==> config.mk <==
export PLATFORM = sky130hd
export DESIGN_NAME = pwm_timer8
export DESIGN_NICKNAME = d
export VERILOG_FILES = /design/src/rtl/pwm_timer_pkg.sv /design/src/rtl/pwm_cnt_unit.sv /design/src/rtl/pwm_cmp_buf.sv /design/src/rtl/pwm_wave_gen.sv /design/src/rtl/pwm_timer8.sv
export SDC_FILE = /design/constraint.sdc
export NUM_CORES = 1
export LEC_CHECK = 0
export CAP_MARGIN = 30
export CORE_MARGIN = 1
export CORE_UTILIZATION = 45
export CTS_BUF_LIST = sky130_fd_sc_hd__clkbuf_8
export CTS_CLUSTER_SIZE = 8
export DETAILED_ROUTE_END_ITERATION = 16
export DONT_BUFFER_PORTS = 1
export GPL_TIMING_DRIVEN = 0
export PLACE_DENSITY = 0.59
export SLEW_MARGIN = 40
export SYNTH_ARGS = -nofsm -noshare
export SYNTH_HDL_FRONTEND = slang
export SYNTH_SLANG_ARGS = --single-unit
==> constraint.sdc <==
create_clock -name clk_i -period 5.5 [get_ports clk_i]
set_clock_uncertainty 0.2 [all_clocks]
set_input_delay 1.1 -clock clk_i [delete_from_list [all_inputs] [get_ports clk_i]]
set_output_delay 1.1 -clock clk_i [all_outputs]
set_load 0.03 [all_outputs]
==> src/rtl/pwm_timer_pkg.sv <==
package pwm_timer_pkg;
  typedef enum logic [1:0] {
    MODE_NORMAL = 2'b00,
    MODE_PHASE  = 2'b01,
    MODE_CTC    = 2'b10,
    MODE_FAST   = 2'b11
  } mode_e;

  function automatic logic is_pwm(mode_e m);
    return (m == MODE_PHASE) || (m == MODE_FAST);
  endfunction
endpackage

==> src/rtl/pwm_cnt_unit.sv <==
module pwm_cnt_unit
  import pwm_timer_pkg::*;
#(
  parameter int W = 8
) (
  input  logic         clk_i,
  input  logic         rst_ni,
  input  logic         tick_i,
  input  mode_e        mode_i,
  input  logic [W-1:0] cmp_i,
  output logic [W-1:0] cnt_o,
  output logic         up_o
);
  localparam logic [W-1:0] MAXV = '1;
  localparam logic [W-1:0] ONE  = W'(1);

  logic [W-1:0] cnt_q, cnt_d;
  logic         up_q, up_d;

  always_comb begin
    cnt_d = cnt_q;
    up_d  = (mode_i == MODE_PHASE) ? up_q : 1'b1;
    if (tick_i) begin
      unique case (mode_i)
        MODE_PHASE: begin
          if (up_q) begin
            if (cnt_q == MAXV) begin up_d = 1'b0; cnt_d = cnt_q - ONE; end
            else cnt_d = cnt_q + ONE;
          end else begin
            if (cnt_q == '0) begin up_d = 1'b1; cnt_d = cnt_q + ONE; end
            else cnt_d = cnt_q - ONE;
          end
        end
        MODE_CTC: cnt_d = (cnt_q == cmp_i) ? '0 : cnt_q + ONE;
        default:  cnt_d = cnt_q + ONE;
      endcase
    end
  end

  always_ff @(posedge clk_i or negedge rst_ni) begin
    if (!rst_ni) begin
      cnt_q <= '0;
      up_q  <= 1'b1;
    end else begin
      cnt_q <= cnt_d;
      up_q  <= up_d;
    end
  end

  assign cnt_o = cnt_q;
  assign up_o  = up_q;


  hold_no_tick_chk: assert property (@(posedge clk_i) disable iff (!rst_ni)
    !tick_i |=> $stable(cnt_q));

  ctc_wrap_chk: assert property (@(posedge clk_i) disable iff (!rst_ni)
    (tick_i && mode_i == MODE_CTC && cnt_q == cmp_i) |=> cnt_q == '0);

  phase_top_turn_chk: assert property (@(posedge clk_i) disable iff (!rst_ni)
    (tick_i && mode_i == MODE_PHASE && up_q && cnt_q == MAXV) |=> (cnt_q == MAXV - ONE) && !up_q);
endmodule

==> src/rtl/pwm_cmp_buf.sv <==
module pwm_cmp_buf
  import pwm_timer_pkg::*;
#(
  parameter int W = 8
) (
  input  logic         clk_i,
  input  logic         rst_ni,
  input  logic         wr_i,
  input  logic [W-1:0] data_i,
  input  mode_e        mode_i,
  input  logic         load_i,
  output logic [W-1:0] cmp_o
);
  logic [W-1:0] buf_q, act_q;
  logic         pwm;

  assign pwm = is_pwm(mode_i);

  always_ff @(posedge clk_i or negedge rst_ni) begin
    if (!rst_ni) begin
      buf_q <= '0;
      act_q <= '0;
    end else begin
      if (wr_i) buf_q <= data_i;
      if (!pwm || load_i) act_q <= buf_q;
    end
  end

  // non-PWM modes see the written value at once
  assign cmp_o = pwm ? act_q : buf_q;


  cmp_hold_chk: assert property (@(posedge clk_i) disable iff (!rst_ni)
    (pwm && !load_i) |=> $stable(act_q));
endmodule

==> src/rtl/pwm_wave_gen.sv <==
module pwm_wave_gen
  import pwm_timer_pkg::*;
#(
  parameter int W = 8
) (
  input  logic         clk_i,
  input  logic         rst_ni,
  input  mode_e        mode_i,
  input  logic [1:0]   com_i,
  input  logic         match_i,
  input  logic         bottom_i,
  input  logic         up_i,
  input  logic [W-1:0] cmp_i,
  input  logic         dir_en_i,
  output logic         wave_o,
  output logic         oe_o
);
  localparam logic [W-1:0] MAXV = '1;

  logic wave_q, wave_d, hit;

  // compare value at TOP in fast PWM: match ignored
  assign hit = match_i && !(mode_i == MODE_FAST && com_i[1] && cmp_i == MAXV);

  always_comb begin
    wave_d = wave_q;
    unique case (mode_i)
      MODE_FAST: begin
        if (com_i[1]) begin
          if (bottom_i)  wave_d = ~com_i[0];
          else if (hit)  wave_d = com_i[0];
        end
      end
      MODE_PHASE: begin
        if (com_i[1] && hit) wave_d = up_i ? com_i[0] : ~com_i[0];
      end
      default: begin
        if (hit) begin
          unique case (com_i)
            2'b01:   wave_d = ~wave_q;
            2'b10:   wave_d = 1'b0;
            2'b11:   wave_d = 1'b1;
            default: wave_d = wave_q;
          endcase
        end
      end
    endcase
  end

  always_ff @(posedge clk_i or negedge rst_ni) begin
    if (!rst_ni) wave_q <= 1'b0;
    else         wave_q <= wave_d;
  end

  assign oe_o   = dir_en_i && (com_i != 2'b00) && !(is_pwm(mode_i) && com_i == 2'b01);
  assign wave_o = oe_o && wave_q;


  oe_dir_chk: assert property (@(posedge clk_i) disable iff (!rst_ni)
    oe_o |-> dir_en_i);

  toggle_chk: assert property (@(posedge clk_i) disable iff (!rst_ni)
    (match_i && !is_pwm(mode_i) && com_i == 2'b01) |=> wave_q != $past(wave_q));

  top_cmp_chk: assert property (@(posedge clk_i) disable iff (!rst_ni)
    (bottom_i && mode_i == MODE_FAST && com_i[1] && cmp_i == MAXV) |=> wave_q == !$past(com_i[0]));
endmodule

==> src/rtl/pwm_timer8.sv <==
module pwm_timer8
  import pwm_timer_pkg::*;
#(
  parameter int W = 8
) (
  input  logic         clk_i,
  input  logic         rst_ni,
  input  logic         wr_en_i,
  input  logic         wr_sel_i,
  input  logic [W-1:0] wr_data_i,
  input  logic         tick_i,
  input  logic         dir_en_i,
  input  logic         ovf_clr_i,
  output logic [W-1:0] cnt_o,
  output logic         wave_o,
  output logic         wave_oe_o,
  output logic         ovf_o
);
  localparam logic [W-1:0] MAXV = '1;

  mode_e        mode_q;
  logic [1:0]   com_q;
  logic         ovf_q, ovf_set;
  logic [W-1:0] cnt, cmp;
  logic         up, at_max, match;

  always_ff @(posedge clk_i or negedge rst_ni) begin
    if (!rst_ni) begin
      mode_q <= MODE_NORMAL;
      com_q  <= 2'b00;
    end else if (wr_en_i && !wr_sel_i) begin
      mode_q <= mode_e'(wr_data_i[1:0]);
      com_q  <= wr_data_i[3:2];
    end
  end

  assign at_max = tick_i && (cnt == MAXV);
  assign match  = tick_i && (cnt == cmp);

  pwm_cnt_unit #(.W(W)) i_cnt (
    .clk_i, .rst_ni, .tick_i, .mode_i(mode_q), .cmp_i(cmp), .cnt_o(cnt), .up_o(up)
  );

  pwm_cmp_buf #(.W(W)) i_cmp (
    .clk_i, .rst_ni, .wr_i(wr_en_i && wr_sel_i), .data_i(wr_data_i),
    .mode_i(mode_q), .load_i(at_max), .cmp_o(cmp)
  );

  pwm_wave_gen #(.W(W)) i_wave (
    .clk_i, .rst_ni, .mode_i(mode_q), .com_i(com_q), .match_i(match),
    .bottom_i(at_max), .up_i(up), .cmp_i(cmp), .dir_en_i,
    .wave_o, .oe_o(wave_oe_o)
  );

  assign ovf_set = (mode_q == MODE_PHASE) ? (tick_i && cnt == '0 && !up) : at_max;

  always_ff @(posedge clk_i or negedge rst_ni) begin
    if (!rst_ni)        ovf_q <= 1'b0;
    else if (ovf_set)   ovf_q <= 1'b1;
    else if (ovf_clr_i) ovf_q <= 1'b0;
  end

  assign cnt_o = cnt;
  assign ovf_o = ovf_q;


  ovf_clear_chk: assert property (@(posedge clk_i) disable iff (!rst_ni)
    (ovf_clr_i && !ovf_set) |=> !ovf_o);

  ovf_set_chk: assert property (@(posedge clk_i) disable iff (!rst_ni)
    ovf_set |=> ovf_o);
endmodule

; ---- Word-level counts from Yosys, hierarchy flattened
; Cells that the tools add are included.
[word_totals]
output_inout_bits = 11
word_cells = 74
in_bits = 15
register_bits = 31
[classes]
n_reduce_logical = 27
bitwise = 2
mux = 23
n_addsub = 2
n_eq_ne = 12
[ops]
columns = op, count
row1 = $mux 8, 5
row2 = $eq 8x8->1 const B, 2
row3 = $pmux 8 s2, 1
row4 = $mux 1, 15
row5 = $logic_and 1x1->1, 14
row6 = $add 8x1->8 const B, 1
row7 = $eq 2x2->1 const B, 4
row8 = $eq 8x8->1, 1
row9 = $logic_not 8->1, 1
row10 = $sub 8x1->8 const B, 1
row11 = $logic_not 1->1, 5
row12 = $reduce_and 5->1, 1
row13 = $reduce_bool 5->1, 1
row14 = $eq 2x1->1 const B, 2
row15 = $reduce_bool 2->1, 2
row16 = $ne 3x2->1 const B, 1
row17 = $pmux 1 s3, 1
row18 = $reduce_bool 3->1, 1
row19 = $logic_or 1x1->1, 2
row20 = $ne 2x1->1 const B, 1
row21 = $ne 2x2->1 const B, 1
row22 = $not 1->1, 2
row23 = $pmux 1 s2, 1

; ---- Longest topological paths before layout
[depth]
ltp_word = 11
mapped_depth = 9
depth_no_buf = 8

; ---- By module
; From an unflattened synthesis, not the netlist that was laid out.
[unflattened]
cells_unflattened = 208
hier_area_um2 = 2184.6
[modules_own_cells]
columns = module, area_each_um2, seq_area_each_um2, n_inst, cells_per_inst
row1 = pwm_cnt_unit, 928.4, 226.5, 1, 111
row2 = pwm_cmp_buf, 742.0, 400.4, 1, 44
row3 = pwm_timer8, 354.1, 125.1, 1, 34
row4 = pwm_wave_gen, 160.2, 25.0, 1, 19

; ---- Least setup slack after synthesis
; OpenSTA, ideal clock, no wires.
[synth_path]
path_type = in2out
start = input port dir_en_i
end = output port wave_o
t_required_ns = 4.200
t_arrival_ns = 1.967
setup_slack_ns = 2.233
stages = 2
n_path_buf = 0
path_cell_list = nor2b_1 and2_1
[synth_via]
elab_chain_cells = 3
[synth_lines]
columns = item, line_no
row1 = start: declaration, pwm_timer8.sv:12  ; input logic dir_en_i,
row2 = $logic_and 1x1->1 (2 in a row), pwm_wave_gen.sv:55  ; assign oe_o = dir_en_i && (com_i != 2'b00) && !(is_pwm(mode_i) && com_i == 2'b01);
row3 = $logic_and 1x1->1, pwm_wave_gen.sv:56  ; assign wave_o = oe_o && wave_q;
row4 = end: declaration, pwm_timer8.sv:15  ; output logic wave_o,
; No other way between the ends.

; ---- Final worst setup path
[layout_path]
start = register mode_q[1]
end = output port wave_o
[layout_via]
elab_chain_cells = 6
elab_cells_between_ends = 7
classes_between = eq/ne: 2 / reduce/logical: 5
[layout_lines]
columns = item, line_no
row1 = start: declaration, pwm_timer8.sv:21  ; mode_e mode_q;
row2 = start signal: assignment, pwm_timer8.sv:32  ; mode_q <= mode_e'(wr_data_i[1:0]);
row3 = $eq 2x1->1 / $eq 2x2->1 (equally long branches), pwm_timer_pkg.sv:10  ; return (m == MODE_PHASE) || (m == MODE_FAST);
row4 = $logic_or 1x1->1 (*), pwm_timer_pkg.sv:10
row5 = $logic_and 1x1->1 (*), pwm_wave_gen.sv:55
row6 = $logic_not 1->1 (*), pwm_wave_gen.sv:55
row7 = $logic_and 1x1->1 (*), pwm_wave_gen.sv:55
row8 = named net wave_oe_o, pwm_timer8.sv:16  ; output logic wave_oe_o,
row9 = $logic_and 1x1->1 (*), pwm_wave_gen.sv:56
; Mark *: on every way through the listed nets, which the timed path passes. The rest lies on a longest branch.

==> metrics.yaml <==
reg2reg_depth: 8
comb_power_share: 0.380
vias: 1804
tightestPinTransition_ns: 0.598
initial_core_util: 0.478
relSlewSlack: 0.600
ys_ff_latch: 31
cp.required_ns: 4.20
cts_root_buffer: "clkbuf_8"
r2r_start: "i_cnt.cnt_o[0]"
startpoint: "mode_q[1]"
cts_setup_buffers: 0
fin_crit_sh: 0.693
min_period_ns: 3.81
rsz0062_at_grt: "false"
ys_seq_area_frac: 0.366
fin_nets: 254
diodes: 0
drc: 2
final_max_slew_viol_count: 0
synth.avg_cell_area_um2: 9.36
worstSkewPairLatency_ns: 0.28
globalRouteTotalUtil: 0.217
die_height_um: 70.7
ir_drop_mv: 0.244
layout_common_cells: "dfrtp_1, o21ai_0, mux2_2, nor2_1, nand2_1"
rows: 24
syn-num-nets: 247
synth_area_um2: 2120
startpoint_type: "flip-flop"
arrival_ns: 2.51
maxCapViolations: 0
cts_buffer_depth: 2
cts_tree: "done"
area_growth_pct: 7.07
yosysWarnings: 0
seqPwrFrac: 0.429
core_um2: 4440
final_common_cell: "dfrtp_1"
status: "finished with violations"
drt-vias-per-instance: 6.29
detail_route.wl_per_cell_um: 17.6
p_per_area_nw_per_um2: 404
finalSetupViolations: 0
dp_hpwl_um: 3760
synth_cell_type_count: 53
totalPowerFinal_mw: 0.918
critPathCaptureType: "primary output"
die_x_um: 70.7
pin_count: 26
routabilityCongestion: 0.961
p_sw_mw: 0.401
cts_buffers: 5
cts_sinks: 31
critPathMaxFanout: 10
port_buffers: 0
violations: "design-rule violations"
syn_inst: 227
fp.dieArea_um2: 5000
wl_um: 5040
power_leakage_nw: 0.912
dr.pass1.iters: 11
switching_share: 0.437
criticalPathCategory: "flip-flop to primary output"
antenna_found_initial: 0
grt_pass1_vias: 1715
synth_edf_count: 0
drt_iter0_drc: 117
h-tree-depth: 2
hold_path.class: "primary input to asynchronous set/reset pin"
synthArstFlopShare: 1.00
grt_pass1_wl_um: 8510
finalHoldViolCount: 0
grt_overflow_total: 0
power.share.clock: 0.191
timing.fmax_mhz: 262
drive_gt1_frac: 0.179
synth_ff_type: "dfrtp_1"
cts_hold_buf: 0
p_int_mw: 0.517
timing.setup.tns_ns: 0
cts_resized: 0
clk_pin_slew_worst_paths_ns: 0.07
grt_max_degree: 32
final_antenna_net_count: 0
==> kinds of logic (layout without fill, tap and decap cells) <==
group                      count (synthesis)  in the layout  share of synthesized area
xor gates and xnor gates                  11             11                     0.0453
buffers and inverters                     24             32                     0.0530
AOI/OAI and AO/OA                         57             57                      0.210
adders and majority gates                  5              5                     0.0294
muxes                                     21             21                      0.110
DFF                                       31             31                      0.366
and+or+nand+nor                           78             78                      0.186
==> power groups by stage <==
stage                     registers [mW]  clock network, mW  logic [mW]
after global routing               0.403              0.188       0.378
final                              0.394              0.176       0.349
after global placement             0.398                  0       0.340
after CTS                          0.393              0.179       0.345
after detailed placement           0.398                  0       0.345
after floorplan                    0.373                  0       0.286
==> worst max-delay path, cell delays in order, from the launching register on <==
cell	delay (ns)
dfrtp_1	0.38
inv_1	0.07
ha_1	0.22
buf_6	0.15
nor2_1	0.31
a21oi_1	0.19
nor2b_1	0.51
and2_1	0.40
==> stage by stage <==
| stage | std cells | hold slack, ns | utilization | instance area [um^2] | setup slack, ns |
|---|---|---|---|---|---|
| final | 287 | 0.301 | 0.512 | 2270 | 1.69 |
| after global routing | 287 | 0.292 | 0.512 | 2270 | 1.57 |
| after CTS | 287 | 0.300 | 0.512 | 2270 | 1.67 |
| after detailed placement | 279 | 0.326 | 0.493 | 2190 | 1.97 |
| after global placement | 279 | 0.320 | 0.493 | 2190 | 1.96 |
| after floorplan | 227 | 0.286 | - | 2120 | 2.23 |
==> flip-flops by register name, indices dropped and copies added (netlist names) <==
signal	cells
i_cnt.up_o	1
mode_q	2
i_cmp.act_q	8
i_wave.wave_q	1
ovf_o	1
i_cmp.buf_q	8
i_cnt.cnt_o	8
com_q	2
==> Yosys cell counts (2+ instances only) <==
master | count | area share
nand4_1 | 6 | 0.018
a221o_1 | 2 | 0.0094
nor2b_1 | 2 | 0.0059
ha_1 | 5 | 0.029
nand2_1 | 18 | 0.032
and3_1 | 2 | 0.0059
clkbuf_1 | 3 | 0.0053
nand2b_1 | 3 | 0.0088
o2111ai_1 | 2 | 0.0082
nor3_1 | 6 | 0.014
mux2i_1 | 2 | 0.0094
a211oi_1 | 3 | 0.011
xnor2_1 | 6 | 0.025
o22ai_1 | 2 | 0.0059
buf_6 | 2 | 0.011
nand3_1 | 8 | 0.019
a222oi_1 | 2 | 0.0094
a21oi_1 | 9 | 0.021
nor4_1 | 6 | 0.018
nor2_1 | 18 | 0.032
xor2_1 | 5 | 0.021
mux2_2 | 19 | 0.10
inv_1 | 14 | 0.025
nor3b_1 | 3 | 0.011
buf_2 | 3 | 0.0071
o211ai_1 | 2 | 0.0071
o21ai_0 | 19 | 0.045
dfrtp_1 | 30 | 0.35
==> routing by layer <==
metal  vias up  global-route usage  part of all wire
met2        56               0.358              0.48
met3         7              0.0513             0.053
li1        857                   -                 -
met5         -                   0                 0
met4         0              0.0711             0.013
met1       884               0.282              0.46
==> cell type report <==
type                    instances  area [um^2]
fillers                       427         2170
clock inverters                 3         16.3
flip-flops and latches         31          777
well taps                      52         65.1
multi-input cells             172         1230
inverters                      15         56.3
clock buffers                   5         68.8
plain buffers                   9         56.3
==> worst paths after layout <==
kind                             endpoint  slack [ns]
max                                wave_o        1.69
min                        i_cnt.cnt_o[3]        0.30
max reg2reg                i_cnt.cnt_o[7]        2.56
min reg2reg                 i_wave.wave_q        0.33
max in group asynchronous      i_cnt.up_o        4.63
min in group clk_i          i_wave.wave_q        0.33
No activity file was read; power rests on OpenSTA's default activity.
